<file path="config.mk">
export PLATFORM = sky130hd
export DESIGN_NAME = ldchk_table
export DESIGN_NICKNAME = d
export VERILOG_FILES = /design/src/rtl/ldchk_pkg.sv /design/src/rtl/ldchk_slot.sv /design/src/rtl/ldchk_alloc.sv /design/src/rtl/ldchk_lookup.sv /design/src/rtl/ldchk_table.sv
export SDC_FILE = /design/constraint.sdc
export NUM_CORES = 1
export LEC_CHECK = 0
export ABC_AREA = 1
export BUFFER_PORTS_ARGS = -buffer_cell sky130_fd_sc_hd__buf_2
export CAP_MARGIN = 30
export CORE_AREA = 2 2 272 476
export DETAILED_ROUTE_END_ITERATION = 8
export DIE_AREA = 0 0 274 478
export GPL_TIMING_DRIVEN = 0
export SLEW_MARGIN = 25
export SYNTH_ARGS = -nofsm -noshare
export SYNTH_HDL_FRONTEND = slang
export SYNTH_HIERARCHICAL = 1
export SYNTH_SLANG_ARGS = --single-unit
</file>
<file path="constraint.sdc">
create_clock -name clk -period 5.2 [get_ports clk]
set_input_delay 0 -clock clk [delete_from_list [all_inputs] [get_ports clk]]
set_output_delay 0 -clock clk [all_outputs]
set_load 0.02 [all_outputs]
</file>
<file path="src/rtl/ldchk_pkg.sv">
`timescale 1ns/1ps
package ldchk_pkg;

    // Address bits below this position are ignored by the alias compare
    localparam int unsigned GRAN_LSB = 3;

    // How an incoming advanced load obtains its slot
    typedef enum logic [1:0] {
        ALLOC_NONE,
        ALLOC_SAME_TAG,
        ALLOC_FREE,
        ALLOC_EVICT
    } alloc_kind_e;

    // Check port response
    typedef struct packed {
        logic hit;
        logic fixup;
    } chk_resp_t;

endpackage

</file>
<file path="src/rtl/ldchk_slot.sv">
`timescale 1ns/1ps
module ldchk_slot #(
    parameter int TAG_W  = 7,
    parameter int GRAN_W = 29
) (
    input  logic              clk,
    input  logic              rst,
    input  logic              clr,
    input  logic              wr_en,
    input  logic              wr_kill,
    input  logic [TAG_W-1:0]  wr_tag,
    input  logic [GRAN_W-1:0] wr_gran,
    input  logic              st_valid,
    input  logic [GRAN_W-1:0] st_gran,
    input  logic [TAG_W-1:0]  lk_tag,
    output logic              vld_o,
    output logic              lk_hit_o,
    output logic              same_tag_o
);

    logic              vld_q;
    logic [TAG_W-1:0]  tag_q;
    logic [GRAN_W-1:0] gran_q;
    logic              snoop_hit;

    assign snoop_hit  = st_valid && vld_q && (gran_q == st_gran);
    assign vld_o      = vld_q;
    assign lk_hit_o   = vld_q && (tag_q == lk_tag);
    assign same_tag_o = vld_q && (tag_q == wr_tag);

    always_ff @(posedge clk) begin
        if (rst || clr) begin
            vld_q <= 1'b0;
        end else if (wr_en) begin
            // insert first, then a colliding store kills it
            vld_q <= !wr_kill;
        end else if (snoop_hit) begin
            vld_q <= 1'b0;
        end
    end

    always_ff @(posedge clk) begin
        if (wr_en && !clr) begin
            tag_q  <= wr_tag;
            gran_q <= wr_gran;
        end
    end

endmodule

</file>
<file path="src/rtl/ldchk_alloc.sv">
`timescale 1ns/1ps
module ldchk_alloc
    import ldchk_pkg::*;
#(
    parameter int ENTRIES = 16
) (
    input  logic               clk,
    input  logic               rst,
    input  logic               flush,
    input  logic               ins_valid,
    input  logic [ENTRIES-1:0] valid_vec,
    input  logic [ENTRIES-1:0] same_vec,
    output logic [ENTRIES-1:0] wr_vec
);

    localparam int IDX_W = (ENTRIES > 1) ? $clog2(ENTRIES) : 1;
    localparam logic [IDX_W-1:0] LAST_IDX = IDX_W'(ENTRIES - 1);

    alloc_kind_e      kind;
    logic [IDX_W-1:0] pick;
    logic [IDX_W-1:0] ptr_q;

    always_comb begin
        kind = ALLOC_NONE;
        pick = '0;
        if (ins_valid && !flush) begin
            if (|same_vec) begin
                kind = ALLOC_SAME_TAG;
                for (int i = ENTRIES - 1; i >= 0; i--) begin
                    if (same_vec[i]) pick = IDX_W'(i);
                end
            end else if (!(&valid_vec)) begin
                kind = ALLOC_FREE;
                for (int i = ENTRIES - 1; i >= 0; i--) begin
                    if (!valid_vec[i]) pick = IDX_W'(i);
                end
            end else begin
                kind = ALLOC_EVICT;
                pick = ptr_q;
            end
        end
    end

    for (genvar g = 0; g < ENTRIES; g++) begin : g_wr
        assign wr_vec[g] = (kind != ALLOC_NONE) && (pick == IDX_W'(g));
    end

    always_ff @(posedge clk) begin
        if (rst || flush) begin
            ptr_q <= '0;
        end else if (kind == ALLOC_EVICT) begin
            ptr_q <= (ptr_q == LAST_IDX) ? '0 : ptr_q + 1'b1;
        end
    end

endmodule

</file>
<file path="src/rtl/ldchk_lookup.sv">
`timescale 1ns/1ps
module ldchk_lookup
    import ldchk_pkg::*;
#(
    parameter int ENTRIES = 16
) (
    input  logic               chk_valid,
    input  logic [ENTRIES-1:0] hit_vec,
    output chk_resp_t          resp
);

    logic found;

    assign found      = |hit_vec;
    assign resp.hit   = chk_valid && found;
    assign resp.fixup = chk_valid && !found;

endmodule

</file>
<file path="src/rtl/ldchk_table.sv">
`timescale 1ns/1ps
module ldchk_table
    import ldchk_pkg::*;
#(
    parameter int ENTRIES = 16,
    parameter int ADDR_W  = 32,
    parameter int TAG_W   = 7
) (
    input  logic              clk,
    input  logic              rst,
    input  logic              flush,
    input  logic              ins_valid,
    input  logic [TAG_W-1:0]  ins_tag,
    input  logic [ADDR_W-1:0] ins_addr,
    input  logic              st_valid,
    input  logic [ADDR_W-1:0] st_addr,
    input  logic              chk_valid,
    input  logic [TAG_W-1:0]  chk_tag,
    output logic              chk_hit,
    output logic              chk_fixup
);

    localparam int GRAN_W = ADDR_W - GRAN_LSB;

    logic [GRAN_W-1:0]  ins_gran;
    logic [GRAN_W-1:0]  st_gran;
    logic               ins_killed;
    logic [ENTRIES-1:0] valid_vec;
    logic [ENTRIES-1:0] same_vec;
    logic [ENTRIES-1:0] hit_vec;
    logic [ENTRIES-1:0] wr_vec;
    chk_resp_t          resp;

    assign ins_gran   = ins_addr[ADDR_W-1:GRAN_LSB];
    assign st_gran    = st_addr[ADDR_W-1:GRAN_LSB];
    assign ins_killed = st_valid && (ins_gran == st_gran);

    ldchk_alloc #(.ENTRIES(ENTRIES)) alloc_i (
        .clk       (clk),
        .rst       (rst),
        .flush     (flush),
        .ins_valid (ins_valid),
        .valid_vec (valid_vec),
        .same_vec  (same_vec),
        .wr_vec    (wr_vec)
    );

    for (genvar g = 0; g < ENTRIES; g++) begin : g_slot
        ldchk_slot #(.TAG_W(TAG_W), .GRAN_W(GRAN_W)) slot_i (
            .clk        (clk),
            .rst        (rst),
            .clr        (flush),
            .wr_en      (wr_vec[g]),
            .wr_kill    (ins_killed),
            .wr_tag     (ins_tag),
            .wr_gran    (ins_gran),
            .st_valid   (st_valid),
            .st_gran    (st_gran),
            .lk_tag     (chk_tag),
            .vld_o      (valid_vec[g]),
            .lk_hit_o   (hit_vec[g]),
            .same_tag_o (same_vec[g])
        );
    end

    ldchk_lookup #(.ENTRIES(ENTRIES)) lookup_i (
        .chk_valid (chk_valid),
        .hit_vec   (hit_vec),
        .resp      (resp)
    );

    assign chk_hit   = resp.hit;
    assign chk_fixup = resp.fixup;

endmodule

</file>
# After elaboration in Yosys (flattened, before gate mapping)
# Cells that the tools add are included.
dict set report op_classes {
  n_addsub 1
  n_eq_ne 66
  muxes 71
  reduce_logical 125
}
# operator n
set ops {}
lappend ops {{$eq A29 B29 Y1} 17}
lappend ops {{$eq A7 B7 Y1} 32}
lappend ops {{$mux W4} 36}
lappend ops {{$logic_and A1 B1 Y1} 100}
lappend ops {{$eq A4 B4 Y1 const B} 9}
lappend ops {{$reduce_bool A2 Y1} 17}
lappend ops {{$mux W1} 33}
lappend ops {{$reduce_or A16 Y1} 2}
lappend ops {{$eq A4 B3 Y1 const B} 4}
lappend ops {{$reduce_and A16 Y1} 1}
lappend ops {{$eq A4 B2 Y1 const B} 2}
lappend ops {{$add A4 B1 Y4 const B} 1}
lappend ops {{$eq A4 B1 Y1 const B} 1}
lappend ops {{$logic_not A4 Y1} 1}
lappend ops {{$mux W2} 2}
lappend ops {{$logic_not A1 Y1} 3}
lappend ops {{$eq A2 B2 Y1 const B} 1}
lappend ops {{$logic_or A1 B1 Y1} 1}
dict set report word_totals {
  register_bits 596
  output_inout_bits 2
  elab_cells 312
}

# Longest topological paths before layout
# Gate-level depths: netlist of the first run.
dict set report depth {
  ltp_word 23
  depth_mapped 27
  mapped_depth_nobuf 27
}

# Cells and area by module
# Netlist of the first run, hierarchy kept.
# mod instances cells_per_inst area_per_inst_um2 seq_area_each_um2
set modules_own_cells {}
lappend modules_own_cells {ldchk_slot 16 207 1879.3 1101.1}
lappend modules_own_cells {ldchk_alloc 1 154 817.0 80.1}
lappend modules_own_cells {ldchk_table 1 155 595.6 0.0}
lappend modules_own_cells {ldchk_lookup 1 18 76.3 0.0}

# Least setup slack after synthesis of the first run
# OpenSTA, ideal clock, no wires.
dict set report synth_timing {
  path_kind {register to register}
  from {reg g_slot[14].slot_i.tag_q[3]}
  to {reg g_slot[4].slot_i.gran_q[0] (enable)}
  setup_ns 0.430
  arrival_ns 3.640
  t_required_ns 4.770
  slack_ns 1.130
  path_stages_with_launch 27
  path_buffers 0
  synth_period_minus_slack_ns 4.070
  path_cell_list {edfxtp_1 > xor2_1 > nor4_1 > nand3_1 > nor2_1 > inv_1 > nand2_1 > nand2_1 > nand2_1 > nand2_1 > nand2_1 > nand2_1 > nand2_1 > nand2_1 > nand2_1 > nand2_1 > nand2_1 > nand2_1 > nand2_1 > nand2_1 > nand2_1 > nand2_2 > nand2_2 > nand2_2 > nor2_1 > inv_1 > nor2_1}
}
dict set report synth_via {
  elab_chain_len 22
  word_cells_on_any_way 26
  cone_classes {eq/ne (2); mux (19); reduce/logical (5)}
}
# element line_no
set synth_rtl {}
lappend synth_rtl {{start, declared} ldchk_slot.sv:22} ;# logic [TAG_W-1:0] tag_q;
lappend synth_rtl {{start signal, assigned} ldchk_slot.sv:44} ;# tag_q <= wr_tag;
lappend synth_rtl {{$eq A7 B7 Y1 (*)} ldchk_slot.sv:29} ;# assign same_tag_o = vld_q && (tag_q == wr_tag);
lappend synth_rtl {{$logic_and A1 B1 Y1 (*)} ldchk_slot.sv:29}
lappend synth_rtl {{via same_vec[14]} ldchk_table.sv:29} ;# logic [ENTRIES-1:0] same_vec;
lappend synth_rtl {{$mux W4 (15 in series)} ldchk_alloc.sv:30} ;# if (same_vec[i]) pick = IDX_W'(i);
lappend synth_rtl {{$mux W4} ldchk_alloc.sv:27} ;# if (|same_vec) begin
lappend synth_rtl {{$mux W4} ldchk_alloc.sv:26} ;# if (ins_valid && !flush) begin
lappend synth_rtl {{$eq A4 B3 Y1} ldchk_alloc.sv:45} ;# assign wr_vec[g] = (kind != ALLOC_NONE) && (pick == IDX_W'(g));
lappend synth_rtl {{$logic_and A1 B1 Y1 (*)} ldchk_alloc.sv:45}
lappend synth_rtl {{via wr_vec[4]} ldchk_table.sv:31} ;# logic [ENTRIES-1:0] wr_vec;
lappend synth_rtl {{$logic_and A1 B1 Y1 (*)} ldchk_slot.sv:43} ;# if (wr_en && !clr) begin
lappend synth_rtl {{end signal, assigned} ldchk_slot.sv:45} ;# gran_q <= wr_gran;
lappend synth_rtl {{end, declared} ldchk_slot.sv:23} ;# logic [GRAN_W-1:0] gran_q;
# Mark *: on every way through the listed nets, which the timed path passes. The rest lies on a longest branch.
# A chain may end at the register's enable or synchronous reset.

# Final worst setup path of the first run
dict set report layout_timing {
  from {reg g_slot[12].slot_i.tag_q[3]}
  to {reg g_slot[2].slot_i.gran_q[1] (enable)}
}
dict set report layout_via {
  elab_chain_len 20
  word_cells_on_any_way 24
  cone_classes {eq/ne (2); mux (17); reduce/logical (5)}
}
# element line_no
set layout_rtl {}
lappend layout_rtl {{start, declared} ldchk_slot.sv:22}
lappend layout_rtl {{start signal, assigned} ldchk_slot.sv:44}
lappend layout_rtl {{$eq A7 B7 Y1 (*)} ldchk_slot.sv:29}
lappend layout_rtl {{$logic_and A1 B1 Y1 (*)} ldchk_slot.sv:29}
lappend layout_rtl {{via same_vec[12]} ldchk_table.sv:29}
lappend layout_rtl {{$mux W4 (13 in series)} ldchk_alloc.sv:30}
lappend layout_rtl {{$mux W4} ldchk_alloc.sv:27}
lappend layout_rtl {{$mux W4} ldchk_alloc.sv:26}
lappend layout_rtl {{$eq A4 B2 Y1} ldchk_alloc.sv:45}
lappend layout_rtl {{$logic_and A1 B1 Y1 (*)} ldchk_alloc.sv:45}
lappend layout_rtl {{via wr_vec[2]} ldchk_table.sv:31}
lappend layout_rtl {{$logic_and A1 B1 Y1 (*)} ldchk_slot.sv:43}
lappend layout_rtl {{end signal, assigned} ldchk_slot.sv:45}
lappend layout_rtl {{end, declared} ldchk_slot.sv:23}
# Marks and branches as above.

==> flow_summary.yaml, run 1 <==
timing:
  clock-skew-final_ps: 32.1
  rsz0062_at_grt: "no"
  slew_headroom_pct: 32.7
  whs_ps: 38.0
  min_period_ps: 3940
  hold_viol_final: 0
  finalSetupViolations: 0
  slew_viol_final: 0
  fmaxAchievable_mhz: 254
  tightest_slew_ps: 1010
  finalCritPeriodShare_pct: 75.7
  worst_slack_ps: 1260
worst_setup_path:
  cp_top_family: "simple AND/OR/NAND/NOR gates"
  crit_buf_inv: 3
  crit_top_cell: "nand2_1"
  max_stage_delay_ps: 480
  worst-path-max-fanout: 19
  cp_data_required_time_ps: 5520
  cp_slowest_cell: "nor2_4"
  critical_path_arrival_ps: 4260
  criticalPathCategory: "reg -> reg"
  cp-start-kind: "flip-flop"
  endpoint_kind: "flip-flop"
logic_synthesis:
  synth.top_cells.by_count: "nand2_1 (1,184), inv_1 (829), edfxtp_1 (576)"
  synth_top_family_by_area: "simple AND/OR/NAND/NOR gates"
  synthCells: 3639
  yosys-top-cells-area: "edfxtp_1 (55%), nand2_1 (14%), inv_1 (9.9%)"
  synth-compound-area-share_pct: 2.24
  syn-num-nets: 3724
  synth-seq-cells: 596
  dominantRegCellSynth: "edfxtp_1"
  async_flop_share_pct: 0
  yosysMostFrequentCell: "nand2_1"
  synthXorXnorAreaFrac_pct: 8.88
  synth_edf_count: 576
  syn_area_per_cell_um2: 8.67
  synth-simple-area-share_pct: 22.7
  yosys.area.top_type_share_pct: 54.8
  synth_area_um2: 31600
  muxShareOfSynthArea_pct: 0
  synth_top_cell_by_area: "edfxtp_1"
  ys_types: 32
  yosys.area_share.adder_pct: 0.0396
  yosysSeqAreaShare_pct: 56.1
  yosysWarnings: 6
clock_tree:
  cts_buffers: 51
  clk_pin_slew_worst_paths_ps: 70
  clkSinkCount: 596
  htreeDepth: 2
  clock_latency_ps: 650
  ctsResizeCount: 0
  cts_tree: "yes"
  clk_path_buf_depth: 3
  clock-root-buffer: "clkbuf_16"
grt:
  grt_usage_pct: 14.0
  grt_max_degree: 49
  gr-total-overflow: 0
  antenna_found_initial: 13
  grt_pass1_vias: 22500
  grt_pass1_wl_mm: 136
detailed_routing:
  wl_mm: 92.8
  vias: 22800
  initialDrtViolationCount: 1276
  vias_per_cell: 4.12
  post_drt_wl_per_cell_um: 16.7
  drc: 0
  first_pass_iters: 6
  ant_nets: 0
finish:
  syn_to_final_growth_pct: 16.3
  num-nets-final: 3910
  post-route-cell-area_um2: 36700
  drive_gt1_share_pct: 8.12
power_and_ir_drop:
  power_leakage_uw: 0.0161
  powerDensity_nw_per_um2: 274
  vdd_drop_max_mv: 0.237
floorplanning:
  start_util_pct: 24.7
  rows: 174
  die_height_um: 478
  core_area_um2: 128000
  io_pins: 86
  dieArea_um2: 131000
  die_x_um: 274
job:
  drv_cap: 0
min_path:
  min_path_type: "in -> reg"
placement:
  place_area_um2: 34600
  post-dp-hpwl_mm: 66.6
  io_buffer_count: 79
  dpl_worst_slack_ps: 985
  gp_congestion: 0.882
run_status:
  status: "completed"
-- report_power, final --
| group | total, uW | internal, uW | switching [uW] |
|---|---|---|---|
| sequential | 5270 | 5270 | 4.86 |
| clock | 4040 | 2190 | 1850 |
| combinational | 759 | 225 | 534 |
| total | 10100 | 7680 | 2390 |
-- placed cells by master (no fill, tap or decap), types with 19 or more instances in the layout --
| cell | netlist | final |
|---|---|---|
| o21ai_0 | 38 | 38 |
| clkbuf_16 | 0 | 51 |
| buf_2 | 0 | 79 |
| nor4_1 | 32 | 32 |
| nand3_1 | 57 | 57 |
| xnor2_1 | 160 | 160 |
| nor2_4 | 3 | 19 |
| nand4_1 | 36 | 36 |
| a21oi_1 | 39 | 39 |
| nand2_1 | 1184 | 1184 |
| edfxtp_1 | 576 | 576 |
| or2_2 | 66 | 66 |
| xor2_1 | 160 | 160 |
| dfxtp_1 | 20 | 20 |
| inv_1 | 829 | 829 |
| nor2_1 | 343 | 326 |
| dlygate4sd3_1 | 0 | 32 |
-- layer usage --
| metal | up-vias | share of wire (%) | global-route usage, % |
|---|---|---|---|
| li1 | 11400 | - | - |
| met1 | 10700 | 35 | 13.5 |
| met2 | 471 | 52 | 26.2 |
| met3 | 220 | 3.5 | 1.49 |
| met4 | 14 | 9.4 | 11.9 |
| met5 | - | 0.076 | 0 |
-- cell type report --
class                      instances  area (um2)
fill                           13400       90900
sequential                       596       17700
multi-input combinational       2200       10800
inverter                         843        3160
tap                             1672        2090
clock buffer                      63        1330
timing repair buffer             133        1190
clock inverter                    33         388
antenna                            4        10.0
-- flip-flops by register name, summed over array words and instances, names as in the netlist --
register              cells
g_slot.slot_i/gran_q    464
g_slot.slot_i/tag_q     112
g_slot.slot_i/vld_o      16
alloc_i/ptr_q             4
-- repair_timing --
| item | in CTS | in global routing |
|---|---|---|
| setup buffers | 0 | 0 |
| hold buffers | 32 | 0 |
| hold endpoints to repair | 483 | 0 |
-- through the flow --
stage,cells,total power [uW],utilization [%],TNS [ps]
floorplan,3639,5720,-,0
global placement,5390,6100,26.7,-619710
detailed placement,5412,6120,27.2,0
CTS,5540,10200,28.8,0
global route,5542,10400,28.8,0
finish,5544,10100,28.8,0
-- cells by family (layout without fill, tap and decap cells) --
| logic type | count (synthesis) | in the layout |
|---|---|---|
| buffers and inverters | 843 | 1072 |
| flip-flops | 596 | 596 |
| XOR/XNOR | 320 | 320 |
| AND/OR/NAND/NOR | 1761 | 1761 |
| adder cells (fa/ha/maj) | 1 | 1 |
| AO/OA/AOI/OAI | 118 | 118 |
| other | 0 | 4 |
-- worst paths after layout --
| path | slack, ps | cells past startpoint | start | to |
|---|---|---|---|---|
| hold reg to reg | 540 | 1 | alloc_i/ptr_q[3] | alloc_i/ptr_q[3] |
| hold / removal | 40 | 1 | ins_tag[3] | g_slot[13].slot_i/tag_q[3] |
| setup / recovery | 1260 | 25 | g_slot[12].slot_i/tag_q[3] | g_slot[2].slot_i/gran_q[1] |
| setup reg to reg | 1260 | 25 | g_slot[12].slot_i/tag_q[3] | g_slot[2].slot_i/gran_q[1] |
(Power assumes the default switching activity.)
==> run 2: changes to the inputs <==
==> constraint.sdc (replaced) <==
create_clock -name clk -period 3.8 [get_ports clk]
set_input_delay 0 -clock clk [delete_from_list [all_inputs] [get_ports clk]]
set_output_delay 0 -clock clk [all_outputs]
set_load 0.02 [all_outputs]
==> run 2 against run 1 <==
Utilization increased by 0.28 points. Clock power grew 36%. Die area did not move.
==> flow_summary.yaml, run 2 (same netlist as run 1, synthesis figures left out) <==
worst_setup_path:
  crit_buf_inv: 4
  reg2reg_depth: 26
  cp-start-kind: "flip-flop"
  max_stage_delay_ps: 420
  critical_path_arrival_ps: 3880
  crit_cells: 26
  endpoint_kind: "flip-flop"
  startpoint: "g_slot[13].slot_i/tag_q[3]"
  worst-path-max-fanout: 19
  crit_top_cell: "nand2_1"
  cp_top_family: "simple AND/OR/NAND/NOR gates"
  crit_end: "g_slot[9].slot_i/gran_q[0]"
  cp_slowest_cell: "edfxtp_1"
  r2r_end: "g_slot[9].slot_i/gran_q[0]"
  criticalPathCategory: "reg -> reg"
  r2r_start: "g_slot[13].slot_i/tag_q[3]"
  reg2reg_slack_ps: 220
  cp_data_required_time_ps: 4100
detailed_routing:
  wl_mm: 94.3
  ant_nets: 0
  post_drt_wl_per_cell_um: 16.9
  drc: 0
  vias_per_cell: 4.14
  first_pass_iters: 6
  vias: 23100
  initialDrtViolationCount: 1345
timing:
  clock-skew-final_ps: 34.4
  slew_headroom_pct: 30.3
  rsz0062_at_grt: "no"
  fmaxAchievable_mhz: 280
  finalSetupViolations: 0
  worst_slack_ps: 224
  slew_viol_final: 0
  hold_viol_final: 0
  min_period_ps: 3580
  finalCritPeriodShare_pct: 94.1
  tns_ps: 0
  tightest_slew_ps: 1040
power_and_ir_drop:
  p_total_uw: 13800
  power_leakage_uw: 0.0163
  powerDensity_nw_per_um2: 372
  vdd_drop_max_mv: 0.333
grt:
  gr-total-overflow: 0
  grt_usage_pct: 14.2
  antenna_found_initial: 8
  grt_max_degree: 49
  grt_pass1_wl_mm: 138
  grt_pass1_vias: 22500
finish:
  drive_gt1_share_pct: 8.96
  layout_common_cells: "nand2_1 (1,184), inv_1 (829), edfxtp_1 (576), nor2_1 (325)"
  syn_to_final_growth_pct: 17.4
  largest_register_ffs: 464
  num-nets-final: 3941
  final_common_cell: "nand2_1"
  largest_register: "g_slot.slot_i/gran_q"
  fillers: 13400
floorplanning:
  die_x_um: 274
  rows: 174
  dieArea_um2: 131000
  io_pins: 86
  die_height_um: 478
  start_util_pct: 24.7
  core_area_um2: 128000
clock_tree:
  cts_tree: "yes"
  cts_buffers: 51
  clock-root-buffer: "clkbuf_16"
  htreeDepth: 2
  clkSinkCount: 596
  clk_path_buf_depth: 3
  clock_latency_ps: 630
  clk_pin_slew_worst_paths_ps: 70
placement:
  gp_congestion: 0.874
  post-dp-hpwl_mm: 67.0
  dpl_worst_slack_ps: -392
  io_buffer_count: 79
run_status:
  status: "completed"
job:
  drv_cap: 0
min_path:
  min_path_type: "in -> reg"
[run 2: layout make-up]
type | count | area, um2 | share of cell area [%]
inverters | 843 | 3160 | 8.54
diodes | 3 | 7.51 | 0.0203
flip-flops and latches | 596 | 17700 | 47.8
repair buffers | 164 | 1540 | 4.17
multi-input cells | 2200 | 10800 | 29.2
clock buffers | 64 | 1370 | 3.69
clock inverters | 30 | 344 | 0.929
well taps | 1672 | 2090 | 5.65
[run 2: worst min-delay path by stage]
stage | startpoint | end | cells past startpoint
after global routing | flush | g_slot[7].slot_i/vld_o | 3
after detailed placement | chk_valid | chk_fixup | 4
after CTS | flush | g_slot[7].slot_i/vld_o | 3
after floorplan | ins_addr[3] | g_slot[0].slot_i/gran_q[0] | 0
after global placement | chk_valid | chk_fixup | 4
final | flush | g_slot[7].slot_i/vld_o | 3
[run 2: layer usage]
metal / routed length, um / global-route usage (%) / up-vias
li1: - / - / 11500
met1: 32600 / 13.8 / 10800
met5: 56 / 0 / -
met4: 9470 / 12.6 / 10
met3: 3430 / 1.51 / 232
met2: 48700 / 26.2 / 529
[run 2: stage by stage]
stage	hold slack [ps]	area, um2	util, %	instances
2_1_floorplan	98.9	31600	-	3639
3_3_place_gp	344	34100	26.7	5390
3_5_place_dp	351	34800	27.3	5416
4_1_cts	0.912	37000	29.0	5563
5_1_grt	24.0	37000	29.0	5571
6_report	35.6	37000	29.0	5572
[run 2: timing repair]
item | in CTS | in global routing
setup endpoints to repair | 184 | 117
setup buffers | 23 | 6
endpoints found under the hold margin | 480 | 0
pin swaps | 10 | 6
hold buffers | 30 | 0
resized for setup | 0 | 3
[run 2: power by group]
part | internal [uW] | switching [uW] | total [uW] | leakage [uW]
clock | 3030 | 2480 | 5510 | 0.000828
sequential | 7210 | 7.03 | 7220 | 0.00534
combinational | 309 | 732 | 1040 | 0.0101
[run 2: tightest hold or removal path, delay by kind of cell]
family | cells | cell delay [ps]
AO/OA/AOI/OAI | 1 | 30
AND/OR/NAND/NOR | 1 | 200
buffers and inverters | 1 | 390
